==> config.mk <==
export PLATFORM = sky130hd
export DESIGN_NAME = pretrig_capture_buf
export DESIGN_NICKNAME = d
export VERILOG_FILES = /design/src/rtl/cap_pkg.sv /design/src/rtl/cap_ram.sv /design/src/rtl/cap_wr_ctrl.sv /design/src/rtl/cap_rd_ctrl.sv /design/src/rtl/pretrig_capture_buf.sv
export SDC_FILE = /design/constraint.sdc
export NUM_CORES = 1
export LEC_CHECK = 0
export BUFFER_PORTS_ARGS = -buffer_cell sky130_fd_sc_hd__buf_2
export CORE_UTILIZATION = 40
export DETAILED_ROUTE_END_ITERATION = 7
export PLACE_DENSITY = 0.61
export SLEW_MARGIN = 40
export SYNTH_ARGS = -nofsm -noshare
export SYNTH_HDL_FRONTEND = slang
export SYNTH_SLANG_ARGS = --single-unit
export TNS_END_PERCENT = 50
==> constraint.sdc <==
create_clock -name clk_i -period 4.33 [get_ports clk_i]
set_clock_uncertainty 0.15 [all_clocks]
set_input_delay 0.2165 -clock clk_i [delete_from_list [all_inputs] [get_ports clk_i]]
set_output_delay 0.2165 -clock clk_i [all_outputs]
set_load 0.02 [all_outputs]
==> src/rtl/cap_pkg.sv <==
package cap_pkg;
  typedef enum logic [1:0] {
    CAP_IDLE,
    CAP_PRE,
    CAP_POST,
    CAP_FULL
  } cap_state_e;
endpackage

==> src/rtl/cap_ram.sv <==
module cap_ram #(
  parameter int W     = 16,
  parameter int DEPTH = 16,
  localparam int AW   = $clog2(DEPTH)
) (
  input  logic          clk_i,
  input  logic          we_i,
  input  logic [AW-1:0] waddr_i,
  input  logic [W-1:0]  wdata_i,
  input  logic          re_i,
  input  logic [AW-1:0] raddr_i,
  output logic [W-1:0]  rdata_o
);
  logic [W-1:0] mem_q [DEPTH];

  always_ff @(posedge clk_i) begin
    if (we_i) mem_q[waddr_i] <= wdata_i;
    if (re_i) rdata_o <= mem_q[raddr_i];
  end
endmodule

==> src/rtl/cap_wr_ctrl.sv <==
module cap_wr_ctrl
  import cap_pkg::*;
#(
  parameter int DEPTH = 16,
  localparam int AW   = $clog2(DEPTH)
) (
  input  logic          clk_i,
  input  logic          rst_ni,
  input  logic          arm_i,
  input  logic          strobe_i,
  input  logic          triggered_i,
  input  logic [AW-1:0] pre_rows_i,
  output cap_state_e    state_o,
  output logic          we_o,
  output logic [AW-1:0] waddr_o,
  output logic [AW-1:0] wptr_o,
  output logic          wrapped_o,
  output logic [AW-1:0] pre_size_o
);
  localparam logic [AW-1:0] TOP_ROW = AW'(DEPTH - 1);

  cap_state_e    state_q;
  logic [AW-1:0] wptr_q, pptr_q, psz_q, psz_clamped;
  logic          wrapped_q, post_now, active;

  assign psz_clamped = (pre_rows_i == '0) ? AW'(1) : pre_rows_i;
  assign active      = (state_q == CAP_PRE) || (state_q == CAP_POST);
  assign post_now    = (state_q == CAP_POST) || ((state_q == CAP_PRE) && triggered_i);
  assign we_o        = strobe_i && active;
  assign waddr_o     = post_now ? pptr_q : wptr_q;

  always_ff @(posedge clk_i or negedge rst_ni) begin
    if (!rst_ni) begin
      state_q   <= CAP_IDLE;
      wptr_q    <= '0;
      pptr_q    <= '0;
      psz_q     <= AW'(1);
      wrapped_q <= 1'b0;
    end else if (arm_i) begin
      state_q   <= CAP_PRE;
      wptr_q    <= '0;
      wrapped_q <= 1'b0;
      psz_q     <= psz_clamped;
      pptr_q    <= psz_clamped;
    end else if (post_now) begin
      // trigger edge or later: region frozen, linear append
      state_q <= CAP_POST;
      if (strobe_i) begin
        pptr_q <= pptr_q + AW'(1);
        if (pptr_q == TOP_ROW) state_q <= CAP_FULL;
      end
    end else if (state_q == CAP_PRE && strobe_i) begin
      if (wptr_q == psz_q - AW'(1)) begin
        wptr_q    <= '0;
        wrapped_q <= 1'b1;
      end else begin
        wptr_q <= wptr_q + AW'(1);
      end
    end
  end

  assign state_o    = state_q;
  assign wptr_o     = wptr_q;
  assign wrapped_o  = wrapped_q;
  assign pre_size_o = psz_q;
endmodule

==> src/rtl/cap_rd_ctrl.sv <==
module cap_rd_ctrl #(
  parameter int DEPTH = 16,
  localparam int AW   = $clog2(DEPTH),
  localparam int CW   = AW + 1
) (
  input  logic          clk_i,
  input  logic          rst_ni,
  input  logic          arm_i,
  input  logic          full_i,
  input  logic          rd_req_i,
  input  logic [AW-1:0] pre_size_i,
  input  logic [AW-1:0] wptr_i,
  input  logic          wrapped_i,
  output logic          re_o,
  output logic [AW-1:0] raddr_o,
  output logic          rd_valid_o,
  output logic          rd_pre_o,
  output logic          rd_last_o
);
  logic [CW-1:0] ridx_q, pre_cnt, total, psz_w, oldest, circ, circ_wr, lin;
  logic          in_pre, fire;

  assign psz_w   = {1'b0, pre_size_i};
  assign pre_cnt = wrapped_i ? psz_w : {1'b0, wptr_i};
  assign oldest  = wrapped_i ? {1'b0, wptr_i} : '0;
  assign total   = CW'(DEPTH) - psz_w + pre_cnt;
  assign in_pre  = ridx_q < pre_cnt;
  assign circ    = oldest + ridx_q;
  assign circ_wr = (circ >= psz_w) ? circ - psz_w : circ;
  assign lin     = psz_w + ridx_q - pre_cnt;
  assign fire    = full_i && rd_req_i && !arm_i && (ridx_q < total);
  assign re_o    = fire;
  assign raddr_o = in_pre ? circ_wr[AW-1:0] : lin[AW-1:0];

  always_ff @(posedge clk_i or negedge rst_ni) begin
    if (!rst_ni) begin
      ridx_q     <= '0;
      rd_valid_o <= 1'b0;
      rd_pre_o   <= 1'b0;
      rd_last_o  <= 1'b0;
    end else if (arm_i) begin
      ridx_q     <= '0;
      rd_valid_o <= 1'b0;
      rd_last_o  <= 1'b0;
    end else begin
      rd_valid_o <= fire;
      if (fire) begin
        ridx_q    <= ridx_q + CW'(1);
        rd_pre_o  <= in_pre;
        rd_last_o <= (ridx_q == total - CW'(1));
      end
    end
  end
endmodule

==> src/rtl/pretrig_capture_buf.sv <==
module pretrig_capture_buf
  import cap_pkg::*;
#(
  parameter int DATA_W = 8,
  parameter int TS_W   = 8,
  parameter int DEPTH  = 16,
  localparam int AW    = $clog2(DEPTH),
  localparam int ROW_W = TS_W + DATA_W
) (
  input  logic              clk_i,
  input  logic              rst_ni,
  input  logic              arm_i,
  input  logic              event_i,
  input  logic              rollover_i,
  input  logic [DATA_W-1:0] data_i,
  input  logic [TS_W-1:0]   ts_i,
  input  logic              triggered_i,
  input  logic [AW-1:0]     pre_rows_i,
  output logic              full_o,
  input  logic              rd_req_i,
  output logic              rd_valid_o,
  output logic [DATA_W-1:0] rd_data_o,
  output logic [TS_W-1:0]   rd_ts_o,
  output logic              rd_pre_o,
  output logic              rd_last_o
);
  cap_state_e    state;
  logic          we, re, wrapped;
  logic [AW-1:0] waddr, raddr, wptr, psz;
  logic [ROW_W-1:0] rdata;

  cap_wr_ctrl #(.DEPTH(DEPTH)) u_wr (
    .clk_i       (clk_i),
    .rst_ni      (rst_ni),
    .arm_i       (arm_i),
    .strobe_i    (event_i | rollover_i),
    .triggered_i (triggered_i),
    .pre_rows_i  (pre_rows_i),
    .state_o     (state),
    .we_o        (we),
    .waddr_o     (waddr),
    .wptr_o      (wptr),
    .wrapped_o   (wrapped),
    .pre_size_o  (psz)
  );

  assign full_o = (state == CAP_FULL);

  cap_ram #(.W(ROW_W), .DEPTH(DEPTH)) u_ram (
    .clk_i   (clk_i),
    .we_i    (we),
    .waddr_i (waddr),
    .wdata_i ({ts_i, data_i}),
    .re_i    (re),
    .raddr_i (raddr),
    .rdata_o (rdata)
  );

  cap_rd_ctrl #(.DEPTH(DEPTH)) u_rd (
    .clk_i      (clk_i),
    .rst_ni     (rst_ni),
    .arm_i      (arm_i),
    .full_i     (full_o),
    .rd_req_i   (rd_req_i),
    .pre_size_i (psz),
    .wptr_i     (wptr),
    .wrapped_i  (wrapped),
    .re_o       (re),
    .raddr_o    (raddr),
    .rd_valid_o (rd_valid_o),
    .rd_pre_o   (rd_pre_o),
    .rd_last_o  (rd_last_o)
  );

  assign {rd_ts_o, rd_data_o} = rdata;
endmodule

==> reports/qor.yml <==
post_cts_buffers: 0
routed-via-count: 8624
rsz0062_at_grt: "true"
row_count: 65
grt_max_degree: 49
grt_antenna_before_repair: 1
clock_path_buffers: 3
finalHoldWorstSlack_ns: -0.00354
p_int_mw: 6.10
die_w_um: 183
fillers: 2846
h-tree-depth: 1
end_kind: "register"
r2r-end: "u_ram.rdata_o[12]"
dp_hpwl_mm: 20.5
cts_made_buffers: 31
synth-seq-cells: 295
reg2reg_slack_ns: 0.24
design_area_mm2: 0.0154
core_area_mm2: 0.0319
num_antenna_cells: 0
status: "complete, but fails checks"
pwr-share-comb: 0.390
hold_path_class: "in -> async"
crit_slowest_cell: "dfrtp_1"
worstMarginPinSlew_ns: 0.805
start_util: 0.411
worstPathArrival_ns: 4.25
clock_power_share: 0.260
multi_input_area_mm2: 0.00406
yosysSeqAreaShare: 0.668
place_area_mm2: 0.0142
setup_slack_ns: 0.244
grt_pass1_wl_mm: 51.1
drt_iter0_markers: 940
fin_crit_ns: 4.09
ios: 47
overflow: 0
die_h_um: 183
critPathMaxFanout: 19
avgSynthCellArea_um2: 13.8
p_total_mw: 9.66
cts_root_buf: "clkbuf_16"
cts_tree: "done"
ant_nets: 0
cp.buffers_inverters: 3
total_leakage_power_nw: 5.39
fmax_mhz: 245
drv_cap: 0
grtUsageTotal: 0.201
avgRoutedWirePerCell_um: 22.4
nNetsFinal: 1108
synth_edf_count: 272
port_buffers: 46
drive_gt1_frac: 0.170
maxSlewHeadroom: 0.458
route.detailed.drc: 0
period_share: 0.944
hold_viol_final: 3
ir_drop_v: 0.000350
path_cells: "buf_4 > and2_1 > ha_1 > a21oi_1 > xnor2_1 > ha_1 > nand2b_1 > a21oi_2 > o22a_4 > mux2i_4 > buf_4 > buf_4 > a311oi_1 > a32oi_1 > a22oi_1 > nand3_1"
areaGrowthSynthToFinish_pct: 17.6
finalSetupViolations: 0
grt_pass1_vias: 8486
ys_types: 60
cp_common_cell: "buf_4"
required_ns: 4.49
syn_inst: 948
cp_top_family: "compound AO/OA/AOI/OAI gates"
p_sw_mw: 3.56
power_density_mw_per_mm2: 627
worstSkewPairLatency_ns: 0.56
clk_pin_slew_ns: 0.06
seqPwrFrac: 0.350
final_cells: 1502
dieArea_mm2: 0.0335
placedCellCount: 1418
first_pass_iters: 5
reg2reg_depth: 16
synth_ff_type: "edfxtp_1"
rr_startpoint: "u_wr.wrapped_o"
ff_latch_area_mm2: 0.00874
critPathKind: "reg -> reg"
wirelength_mm: 33.6
swShare: 0.369
synthesis.area_mm2: 0.0131
vias_per_cell: 5.74
ys_warn_count: 0
syn-num-nets: 1013
cts.sinks: 295
slowest_delay_ns: 0.38
slew_viol_final: 0
gp_congestion: 0.819
violations: "hold timing"
cp-start-kind: "register"
async_reset_ff_frac: 0.0780
dp_slack_ns: 0.192
kinds of logic after synthesis:
group,Yosys count,synth area share
flops,295,0.668
mux,35,0.0268
buf+inv,93,0.0313
compound gates,275,0.149
xor+xnor,28,0.0187
simple gates,184,0.0664
fa+ha+maj,38,0.0397
worst max-delay path by stage:
stage,start,to,slack (ns),depth (start not counted)
CTS,u_wr.wptr_o[0],u_ram.rdata_o[12],0.18,14
global route,u_wr.wrapped_o,u_ram.rdata_o[8],-0.002,14
finish,u_wr.wrapped_o,u_ram.rdata_o[12],0.24,16
floorplan,u_wr.wptr_o[0],u_ram.rdata_o[10],0.34,16
detailed placement,u_wr.wptr_o[0],u_ram.rdata_o[9],0.19,13
global placement,u_wr.wptr_o[0],u_ram.rdata_o[11],0.26,13
power groups by stage:
stage	clock (mW)	combinational [mW]	sequential (mW)
after floorplan	0	2.53	3.46
after detailed placement	0	3.70	3.44
after global routing	2.65	4.12	3.39
after CTS	2.55	3.73	3.38
after global placement	0	3.65	3.44
final	2.51	3.77	3.38
cells in the mapped netlist, drive strengths merged (2+ instances only):
cell    instances  area (µm²)
buf            20         136
o221ai          3        38.8
edfxtp        272        8170
fa              6         120
nand2b          3        18.8
o21ai          84         420
xor2            9        78.8
ha             32         400
nand4           5        31.3
o31ai           3        22.5
inv            28         105
dfrtp          22         551
a21oi          44         224
a311oi         32         280
nor3b           6        45.0
nor2b           4        25.0
a221o          30         300
a22oi          15         113
nor3            9        45.0
a211oi          2        15.0
or2             2        12.5
mux2i          34         340
nor2           34         135
a32oi          33         289
nand2          54         205
xnor2          19         166
and2            4        25.0
nand3          58         290
and3            2        12.5
a31oi           4        25.0
clkbuf         45         169
a21o            6        45.0
o21a            6        45.0
worst register-to-register path: stages (launching register included):
cell and delay [ns]:
dfrtp_1 0.38, buf_4 0.17, and2_1 0.14, ha_1 0.35, a21oi_1 0.18, xnor2_1 0.19, ha_1 0.30, nand2b_1 0.15
a21oi_2 0.06, o22a_4 0.29, mux2i_4 0.23, buf_4 0.25, buf_4 0.22, a311oi_1 0.38, a32oi_1 0.12, a22oi_1 0.20
nand3_1 0.09
layout by cell type, fill, tap and decap left out, types with 16 or more instances in the layout:
cell type / synthesis / routed
a21oi_1: 43 / 41
a221o_1: 30 / 30
a311oi_1: 32 / 32
a32oi_1: 33 / 33
buf_2: 10 / 46
buf_4: 1 / 45
clkbuf_16: 0 / 31
dfrtp_1: 22 / 22
dlygate4sd3_1: 0 / 26
edfxtp_1: 272 / 272
ha_1: 32 / 32
inv_1: 28 / 28
mux2i_1: 34 / 33
nand2_1: 53 / 53
nand3_1: 58 / 58
nor2_2: 0 / 16
o21ai_0: 83 / 80
xnor2_1: 19 / 19
registers in the layout, summed over array words and instances (netlist names):
signal,cells
u_rd.rd_valid_o,1
u_wr.state_o,2
u_wr.wptr_o,4
u_wr.pptr_q,4
u_rd.rd_last_o,1
u_rd.rd_pre_o,1
u_wr.pre_size_o,4
u_wr.wrapped_o,1
u_ram.rdata_o,16
u_ram.mem_q,256
u_rd.ridx_q,5
per-stage QoR:
step	util	hold slack [ns]	setup TNS (ns)
6_report	0.483	-0.00354	0
5_1_grt	0.483	0.0411	-0.00175
4_1_cts	0.483	0.00904	0
3_5_place_dp	0.445	0.0702	0
3_3_place_gp	0.444	0.0707	0
2_1_floorplan	-	-0.229	0
per-layer routing:
metal,GRT usage,up-vias,wire length [µm]
li1,-,3931,-
met1,0.281,4364,14900
met2,0.337,276,16100
met3,0.0240,51,1920
met4,0.0463,2,578
met5,0,-,11
final cells by class:
class	instances	area share
inverters	28	0.00682
flip-flops and latches	295	0.567
repair buffers	126	0.0649
well taps	435	0.0353
clock buffers	37	0.0518
multi-input cells	561	0.264
clock inverters	20	0.0102
repair_timing:
action / CTS / global route
gates resized for setup: 0 / 4
hold endpoints to repair: 297 / 0
setup endpoints to repair: 0 / 9
hold buffers: 26 / 0
(Power assumes the default switching activity.)
